`src/rtl/tte_pkg.sv`:
```
package tte_pkg;
    typedef enum logic [1:0] {
        OP_PUT    = 2'd0,
        OP_GET    = 2'd1,
        OP_FILL   = 2'd2,
        OP_STREAM = 2'd3
    } tte_op_e;

    typedef enum logic [1:0] {
        S_IDLE   = 2'd0,
        S_FILL   = 2'd1,
        S_STREAM = 2'd2
    } tte_state_e;

    localparam logic STAT_OK  = 1'b0;
    localparam logic STAT_BAD = 1'b1;

    typedef logic [63:0] tte_entry_t;
endpackage

```
`src/rtl/tte_index.sv`:
```
// Maps a raw bus address to a table slot and a relative page address.
module tte_index #(
    parameter int          ADDR_W     = 32,
    parameter int          PAGE_SHIFT = 12,
    parameter int unsigned BUS_OFFSET = 32'h0010_0000,
    parameter int          ENTRIES    = 16,
    parameter int          IDX_W      = 4
) (
    input  logic [ADDR_W-1:0] addr,
    output logic [ADDR_W-1:0] rel_page,
    output logic [IDX_W-1:0]  idx,
    output logic              in_range
);
    localparam logic [ADDR_W-1:0] PG_MASK = ~((ADDR_W'(1) << PAGE_SHIFT) - ADDR_W'(1));

    logic [ADDR_W-1:0] page_num;

    always_comb begin
        rel_page = (addr & PG_MASK) - ADDR_W'(BUS_OFFSET);
        page_num = rel_page >> PAGE_SHIFT;
        in_range = page_num < ADDR_W'(ENTRIES);
        idx      = page_num[IDX_W-1:0];
    end
endmodule

```
`src/rtl/tte_bswap.sv`:
```
// Reverses byte order of a stream beat.
module tte_bswap #(
    parameter int BYTES = 8
) (
    input  logic [8*BYTES-1:0] din,
    output logic [8*BYTES-1:0] dout
);
    for (genvar b = 0; b < BYTES; b++) begin : g_byte
        assign dout[8*b +: 8] = din[8*(BYTES-1-b) +: 8];
    end
endmodule

```
`src/rtl/tte_ntf_fmt.sv`:
```
// Splits an entry into its page-masked address and permission.
module tte_ntf_fmt #(
    parameter int PAGE_SHIFT = 12
) (
    input  tte_pkg::tte_entry_t entry,
    output tte_pkg::tte_entry_t xlat,
    output logic [1:0]          perm
);
    localparam tte_pkg::tte_entry_t LOW_MASK = (64'd1 << PAGE_SHIFT) - 64'd1;

    assign xlat = entry & ~LOW_MASK;
    assign perm = entry[1:0];
endmodule

```
`src/rtl/tte_engine.sv`:
```
module tte_engine
    import tte_pkg::*;
#(
    parameter int          ADDR_W           = 32,
    parameter int          PAGE_SHIFT       = 12,
    parameter int unsigned BUS_OFFSET       = 32'h0010_0000,
    parameter int          ENTRIES          = 16,
    parameter int          CNT_W            = 11,
    parameter int          MAX_STREAM       = 512,
    parameter int          LIST_ALIGN_SHIFT = 12
) (
    input  logic              clk,
    input  logic              rst_n,
    input  logic              cmd_valid,
    input  logic [1:0]        cmd_op,
    input  logic [ADDR_W-1:0] cmd_addr,
    input  logic [63:0]       cmd_value,
    input  logic [ADDR_W-1:0] cmd_list_addr,
    input  logic [CNT_W-1:0]  cmd_count,
    output logic              busy,
    input  logic              src_valid,
    input  logic [63:0]       src_data,
    output logic              src_ready,
    output logic              done_valid,
    output logic              done_status,
    output logic [63:0]       done_entry,
    output logic              ntf_valid,
    output logic [ADDR_W-1:0] ntf_iova,
    output logic [63:0]       ntf_xlat,
    output logic [ADDR_W-1:0] ntf_mask,
    output logic [1:0]        ntf_perm
);
    localparam int                IDX_W     = (ENTRIES > 1) ? $clog2(ENTRIES) : 1;
    localparam logic [ADDR_W-1:0] PG_BYTES  = ADDR_W'(1) << PAGE_SHIFT;
    localparam logic [ADDR_W-1:0] OFF_MASK  = PG_BYTES - ADDR_W'(1);
    localparam logic [ADDR_W-1:0] LIST_MASK = (ADDR_W'(1) << LIST_ALIGN_SHIFT) - ADDR_W'(1);

    typedef struct packed {
        tte_state_e        state;
        logic [ADDR_W-1:0] cur;
        logic [CNT_W-1:0]  left;
        tte_entry_t        value;
        logic              done_v;
        logic              done_s;
        tte_entry_t        done_e;
        logic              ntf_v;
        logic [ADDR_W-1:0] ntf_iova;
        tte_entry_t        ntf_xlat;
        logic [1:0]        ntf_perm;
    } regs_t;

    regs_t r_q, r_d;

    tte_entry_t        tbl_q [ENTRIES];
    logic              wr_en;
    tte_entry_t        wr_data;
    tte_entry_t        beat_entry;
    tte_entry_t        fmt_xlat;
    logic [1:0]        fmt_perm;
    logic [ADDR_W-1:0] sel_addr;
    logic [ADDR_W-1:0] rel_page;
    logic [IDX_W-1:0]  idx;
    logic              in_range;
    logic              idle;
    tte_op_e           op;

    assign idle     = (r_q.state == S_IDLE);
    assign op       = tte_op_e'(cmd_op);
    assign sel_addr = idle ? cmd_addr : r_q.cur;

    tte_index #(
        .ADDR_W(ADDR_W), .PAGE_SHIFT(PAGE_SHIFT), .BUS_OFFSET(BUS_OFFSET),
        .ENTRIES(ENTRIES), .IDX_W(IDX_W)
    ) u_index (
        .addr(sel_addr), .rel_page(rel_page), .idx(idx), .in_range(in_range)
    );

    tte_bswap #(.BYTES(8)) u_bswap (.din(src_data), .dout(beat_entry));

    always_comb begin
        if (idle)                     wr_data = cmd_value;
        else if (r_q.state == S_FILL) wr_data = r_q.value;
        else                          wr_data = beat_entry;
    end

    tte_ntf_fmt #(.PAGE_SHIFT(PAGE_SHIFT)) u_fmt (
        .entry(wr_data), .xlat(fmt_xlat), .perm(fmt_perm)
    );

    always_comb begin
        r_d      = r_q;
        r_d.done_v = 1'b0;
        r_d.ntf_v  = 1'b0;
        wr_en    = 1'b0;
        unique case (r_q.state)
            S_IDLE: begin
                if (cmd_valid) begin
                    unique case (op)
                        OP_PUT: begin
                            r_d.done_v = 1'b1;
                            r_d.done_e = '0;
                            r_d.done_s = in_range ? STAT_OK : STAT_BAD;
                            if (in_range) begin
                                wr_en        = 1'b1;
                                r_d.ntf_v    = 1'b1;
                                r_d.ntf_iova = rel_page;
                                r_d.ntf_xlat = fmt_xlat;
                                r_d.ntf_perm = fmt_perm;
                            end
                        end
                        OP_GET: begin
                            r_d.done_v = 1'b1;
                            r_d.done_s = in_range ? STAT_OK : STAT_BAD;
                            r_d.done_e = in_range ? tbl_q[idx] : '0;
                        end
                        OP_FILL: begin
                            if (cmd_count == '0 || cmd_count > CNT_W'(ENTRIES)) begin
                                r_d.done_v = 1'b1;
                                r_d.done_s = STAT_BAD;
                                r_d.done_e = '0;
                            end else begin
                                r_d.state = S_FILL;
                                r_d.cur   = cmd_addr & ~OFF_MASK;
                                r_d.left  = cmd_count;
                                r_d.value = cmd_value;
                            end
                        end
                        default: begin
                            if (cmd_count == '0 || cmd_count > CNT_W'(MAX_STREAM) ||
                                (cmd_list_addr & LIST_MASK) != '0) begin
                                r_d.done_v = 1'b1;
                                r_d.done_s = STAT_BAD;
                                r_d.done_e = '0;
                            end else begin
                                r_d.state = S_STREAM;
                                r_d.cur   = cmd_addr & ~OFF_MASK;
                                r_d.left  = cmd_count;
                            end
                        end
                    endcase
                end
            end
            default: begin
                if (r_q.state == S_FILL || src_valid) begin
                    if (in_range) begin
                        wr_en        = 1'b1;
                        r_d.ntf_v    = 1'b1;
                        r_d.ntf_iova = rel_page;
                        r_d.ntf_xlat = fmt_xlat;
                        r_d.ntf_perm = fmt_perm;
                        r_d.cur      = r_q.cur + PG_BYTES;
                        r_d.left     = r_q.left - CNT_W'(1);
                        if (r_q.left == CNT_W'(1)) begin
                            r_d.state  = S_IDLE;
                            r_d.done_v = 1'b1;
                            r_d.done_s = STAT_OK;
                            r_d.done_e = '0;
                        end
                    end else begin
                        r_d.state  = S_IDLE;
                        r_d.done_v = 1'b1;
                        r_d.done_s = STAT_BAD;
                        r_d.done_e = '0;
                    end
                end
            end
        endcase
    end

    always_ff @(posedge clk or negedge rst_n) begin
        if (!rst_n) begin
            r_q <= '{state: S_IDLE, default: '0};
        end else begin
            r_q <= r_d;
        end
    end

    always_ff @(posedge clk or negedge rst_n) begin
        if (!rst_n) begin
            for (int i = 0; i < ENTRIES; i++) tbl_q[i] <= '0;
        end else if (wr_en) begin
            tbl_q[idx] <= wr_data;
        end
    end

    assign busy        = !idle;
    assign src_ready   = (r_q.state == S_STREAM);
    assign done_valid  = r_q.done_v;
    assign done_status = r_q.done_s;
    assign done_entry  = r_q.done_e;
    assign ntf_valid   = r_q.ntf_v;
    assign ntf_iova    = r_q.ntf_iova;
    assign ntf_xlat    = r_q.ntf_xlat;
    assign ntf_mask    = OFF_MASK;
    assign ntf_perm    = r_q.ntf_perm;


    busy_exit_chk: assert property (@(posedge clk) disable iff (!rst_n)
        busy |=> (busy || done_valid));


    err_no_ntf_chk: assert property (@(posedge clk) disable iff (!rst_n)
        (done_valid && done_status) |-> !ntf_valid);


    iova_align_chk: assert property (@(posedge clk) disable iff (!rst_n)
        ntf_valid |-> ((ntf_iova & OFF_MASK) == '0));


    xlat_align_chk: assert property (@(posedge clk) disable iff (!rst_n)
        ntf_valid |-> (ntf_xlat[PAGE_SHIFT-1:0] == '0));


    stall_no_write_chk: assert property (@(posedge clk) disable iff (!rst_n)
        (src_ready && !src_valid) |=> !ntf_valid);


    idle_quiet_chk: assert property (@(posedge clk) disable iff (!rst_n)
        (!busy && !cmd_valid) |=> (!done_valid && !ntf_valid));
endmodule

```
`config.mk`:
```
export PLATFORM = sky130hd
export DESIGN_NAME = tte_engine
export DESIGN_NICKNAME = d
export VERILOG_FILES = /design/src/rtl/tte_pkg.sv /design/src/rtl/tte_index.sv /design/src/rtl/tte_bswap.sv /design/src/rtl/tte_ntf_fmt.sv /design/src/rtl/tte_engine.sv
export SDC_FILE = /design/constraint.sdc
export NUM_CORES = 2
export LEC_CHECK = 0
export BUFFER_PORTS_ARGS = -buffer_cell sky130_fd_sc_hd__buf_2
export CAP_MARGIN = 15
export CORE_MARGIN = 2
export CORE_UTILIZATION = 38
export DETAILED_ROUTE_END_ITERATION = 10
export GPL_ROUTABILITY_DRIVEN = 0
export PLACE_DENSITY = 0.53
export SLEW_MARGIN = 20
export SYNTH_ARGS = -nofsm -noshare
export SYNTH_HDL_FRONTEND = slang
export SYNTH_SLANG_ARGS = --single-unit
```
`constraint.sdc`:
```
create_clock -name clk -period 4.8 [get_ports clk]
set_input_delay 0.96 -clock clk [delete_from_list [all_inputs] [get_ports clk]]
set_output_delay 0.96 -clock clk [all_outputs]
set_load 0.01 [all_outputs]
```
* Word level (Yosys, flattened, before mapping) *
Index checks and enable logic that the tools add are counted.

storage, ports and cells
  output and inout bits = 199
  bits in registers = 1298
  input port bits = 209

operators by class
  bitwise logic cells = 2
  order comparisons = 5
  reductions and logical operators = 18
  equal/unequal tests = 13
  add/subtract/negate cells = 3
  muxes and demuxes = 35

operators with widths
  kind                      number
  $bwmux W1024              1
  $mux W64                  7
  $mux W165                 2
  $mux W274                 1
  $mux W66                  4
  $bmux W64 S4              1
  $demux W64 S4             1
  $mux W99                  2
  $pmux W66 S3              1
  $mux W45                  3
  $mux W109                 1
  $pmux W45 S2              1
  $mux W43                  1
  $add A32 B13 Y32 const B  1
  $mux W32                  1
  $reduce_bool A32 Y1       1
  $sub A32 B21 Y32 const B  1
  $lt A20 B5 Y1 const B     1
  $reduce_and A6 Y1         2
  $eq A11 B1 Y1 const B     1
  $gt A11 B10 Y1 const B    1
  $gt A11 B5 Y1 const B     1
  $logic_not A11 Y1         1
  $sub A11 B1 Y11 const B   1
  23 further kinds          38

* Logic depth before layout (Yosys ltp) *
  depth in word-level cells = 11
  depth in mapped cells = 19

* Hierarchy *
From an unflattened synthesis, not the netlist that was laid out.

unflattened totals
  cell total of the unflattened synthesis = 5196
  area, all modules = 59918.7 um^2

modules (own cells, without submodules)
  module       instances  area an instance (um^2)  cells each
  tte_engine   1          58407.3                  4993
  tte_index    1          531.8                    72
  tte_ntf_fmt  1          499.2                    67
  tte_bswap    1          480.5                    64

* Worst setup path after synthesis *
No wires, ideal clock.

  path kind = register to register
  start = register r_q[273] (netlist bit)
  end = register tbl_q[889] (netlist bit)
  required time = 4.675 ns
  setup slack = 0.736 ns
  cell stages (with the launch flop) = 18
  period minus slack after synthesis = 4.064 ns
  buffers on the path = 6
  arrival = 3.939 ns
  cells stage by stage = dfrtp_1 > buf_2 > nor2_2 > buf_2 > buf_2 > clkbuf_1 > nand2_1 > nand2_1 > ha_1 > nor4b_1 > o2111ai_1 > o21ai_0 > nand4_1 > a211o_1 > buf_4 > nor4_4 > buf_2 > mux2_2

on the way
  cells in the longest elaborated chain, start to end = 9
  elaborated cells on any way between the ends = 20

ends and longest elaborated chain
  element                                                   line               source
  from (decl)                                               tte_engine.sv:52   regs_t r_q, r_d;
  from (signal assigned)                                    tte_engine.sv:174  r_q <= r_d;
  branches (longest 9 deep; another with $sub A32 B21 Y32)  --
  to (signal, indexed assignment)                           tte_engine.sv:182  tbl_q[idx] <= wr_data;
  to (decl)                                                 tte_engine.sv:54   tte_entry_t tbl_q [ENTRIES];

Several ways; the timed one is not identified.
A chain may end at the register's enable or synchronous reset.

* Worst setup path after layout *
  start = register r_q[272] (netlist bit)
  end = register tbl_q[648] (netlist bit)

The elaborated chain is that of the path after synthesis.

==> flow_metrics.tcl <==
set metrics [dict create \
    grt_first_pass_wirelength_mm 253 \
    place_ws_ps 263 \
    cp_top_family "simple AND/OR/NAND/NOR gates" \
    fin_ws_ps 310 \
    synth_top_area_share_pct 54.2 \
    crit_start "r_q[272]$_DFFE_PN0P_" \
    async_flop_share_pct 100 \
    cp.buffers_inverters 3 \
    num_vias 36200 \
    firstDrtPassIters 5 \
    slowest_stage "a211o_2" \
    yosys_warnings 0 \
    clock_latency_ps 790 \
    r2r_slack_ps 310 \
    globalRouteOverflowTotal 0 \
    synth_flop_cell "dfrtp_1" \
    io_buffers 343 \
    cts_resized 0 \
    postSynthRegisterBits 1286 \
    drv_cap 0 \
    numCtsBuffers 149 \
    cp.required_ps 5450 \
    fillCellCount 14200 \
    syn_to_final_growth_pct 15.6 \
    layout.cells.non_filler 6694 \
    final_area_sq_mm 0.0687 \
    crit_fanout 19 \
    cts_setup_buffers 0 \
    drtIter0Drc 2102 \
    power_density_mw_per_mm2 406 \
    core.rowCount 145 \
    ant_nets 0 \
    drv_slew 0 \
    crit_chain "nor2_4 > inv_2 > nand2_1 > a21boi_0 > ha_1 > nor3b_1 > nand4_1 > o21ai_0 > nand4_1 > a211o_2 > inv_4 > and4_4 > buf_4 > mux2_2" \
    ys_top_cells_by_area "dfrtp_1 (54%), mux2_2 (20%), mux2i_1 (5.4%)" \
    cp.depth 14 \
    worst_path_largest_cell_delay_ps 650 \
    critPathCaptureType "flop" \
    reg2reg_to "tbl_q[648]$_DFFE_PN0P_" \
    cp-endpoint "tbl_q[648]$_DFFE_PN0P_" \
    avgSynthCellArea_sq_um 13.8 \
    status "finished clean" \
    yosysSeqAreaShare_pct 54.2 \
    p_leak_nw 33.2 \
    place_inst 6424 \
    hpwlAfterDp_mm 102 \
    vias_per_cell 5.41 \
    grt_setup_unrepaired "no" \
    cts-root-buf "clkbuf_16" \
    hp-class "input port to async pin" \
    grt_antenna_before_repair 14 \
    finalCritPeriodShare_pct 93.5 \
    wl_per_cell_um 25.0 \
    synth_edf_count 0 \
    placed_area_sq_mm 0.0636 \
    cts_tree "yes" \
    r2r-start "r_q[272]$_DFFE_PN0P_" \
    clkSinkCount 1286 \
    syn-cell-area_sq_mm 0.0594 \
    cts_hold_buf 0 \
    nNetsFinal 4734 \
    slew_headroom_pct 27.2 \
    grt_start_max_net_pins 134 \
    clk_pin_slew_ps 70 \
    die_w_um 399 \
    grt_pass1_vias 37700 \
    core_sq_mm 0.156 \
    arrival_ps 5140 \
    yosysTopAreaCell "dfrtp_1" \
    fin_setup_tns_ps 0 \
    finalWirelength_mm 168 \
    start_util_pct 38.2 \
    cpMostUsedCell "nand4_1" \
    design.die.area_sq_mm 0.159 \
    start_kind "flop" \
    hold_viol 0 \
    syn_inst 4296 \
    irDropWorstVdd_mv 0.402 \
    setup_violations 0 \
    yosysMostFrequentCell "dfrtp_1" \
    htreeDepth 4 \
    period_needed_ps 4490 \
    clock_path_buffers 3 \
    track_usage_pct 21.1 \
    rr_worst_depth 14 \
    synth_cell_type_count 65 \
    drive_gt1_share_pct 44.7 \
    drc 0 \
    synth_common_cells "dfrtp_1 (1286), mux2_2 (1079), mux2i_1 (321), buf_4 (195), clkbuf_1 (180)" \
    worst_pin_slew_ps 1080 \
    path_class "flop to flop" \
    fmax_mhz 223 \
    io_pins 408 \
    clock-skew-final_ps 27.5 \
    die_y_um 399 \
]
-- placed cells by master, fill, tap and decap left out, drive strengths merged, types with 12 or more instances in the layout --
cell type / instances
o22ai: 132
nor2: 34
nor3: 16
o21ai: 160
mux4: 132
nor4: 22
a21oi: 21
dfrtp: 1286
inv: 21
buf: 576
clkinv: 25
conb: 32
mux2i: 321
mux2: 1145
and2: 39
nor2b: 63
nand2: 179
a2111oi: 62
clkbuf: 227
a31oi: 12
-- worst min path at each step --
stage	startpoint	end	slack, ps
CTS	rst_n	r_q[228]$_DFFE_PN0P_	190
floorplan	ntf_iova[21]$_DFFE_PN0P_	ntf_iova[21]$_DFFE_PN0P_	450
detailed placement	ntf_iova[28]$_DFFE_PN0P_	ntf_iova[28]$_DFFE_PN0P_	470
global route	rst_n	r_q[228]$_DFFE_PN0P_	220
finish	rst_n	ntf_xlat[58]$_DFFE_PN0P_	200
global placement	tbl_q[874]$_DFFE_PN0P_	tbl_q[874]$_DFFE_PN0P_	460
-- kinds of logic after synthesis --
logic type,after synthesis,share of synthesized area [%]
xor+xnor,5,0.0737
other cells,2,0.0126
buf+inv,553,5.02
compound gates,440,4.73
flops,1286,54.2
simple gates,404,3.69
fa+ha+maj,8,0.169
mux,1598,32.1
-- report_power, final --
group	leakage [nW]	internal [mW]	switching (mW)
Sequential	17.9	11.1	0.210
Clock	2.48	6.92	4.61
Combinational	12.8	1.62	3.44
-- worst register-to-register path: stages, from the launching register on --
cell      delay [ps]
dfrtp_4          600
nor2_4           260
inv_2             70
nand2_1           90
a21boi_0         230
ha_1             200
nor3b_1          200
nand4_1          120
o21ai_0          310
nand4_1          190
a211o_2          650
inv_4            270
and4_4           540
buf_4            300
mux2_2           360
-- layer usage --
layer / GRT usage [%] / routed length (um) / up-vias / share of wire [%]
met2: 33.3 / 76400 / 838 / 46
met5: 0 / 34 / - / 0.020
met4: 4.77 / 2900 / 4 / 1.7
met1: 30.6 / 80300 / 19300 / 48
met3: 3.42 / 8010 / 205 / 4.8
li1: - / - / 15900 / -
-- through the flow --
| stage | util, % | total power [mW] | hold slack, ps |
|---|---|---|---|
| 6_report | 44.1 | 27.9 | 202 |
| 5_1_grt | 44.1 | 29.1 | 223 |
| 4_1_cts | 44.1 | 28.3 | 188 |
| 3_5_place_dp | 40.9 | 16.6 | 465 |
| 3_3_place_gp | 40.9 | 16.6 | 462 |
| 2_1_floorplan | - | 14.3 | 447 |
-- flip-flops by register name (all words and copies together), names as in the netlist --
name and flops:
ntf_iova 32, r_q 97, ntf_xlat 64, ntf_valid 1, ntf_perm 2, tbl_q 1024
done_status 1, done_valid 1, done_entry 64
-- final cells by class --
| class | instances | area (sq um) | share of cell area (%) |
|---|---|---|---|
| clock inverter | 37 | 415 | 0.605 |
| tap | 2058 | 2570 | 3.75 |
| timing repair buffer | 576 | 4280 | 6.24 |
| sequential | 1286 | 32200 | 46.9 |
| antenna | 6 | 15.0 | 0.0219 |
| multi-input combinational | 2487 | 24500 | 35.7 |
| inverter | 17 | 66.3 | 0.0966 |
| clock buffer | 227 | 4600 | 6.70 |
Note: power is estimated with default switching activity, not from simulation.
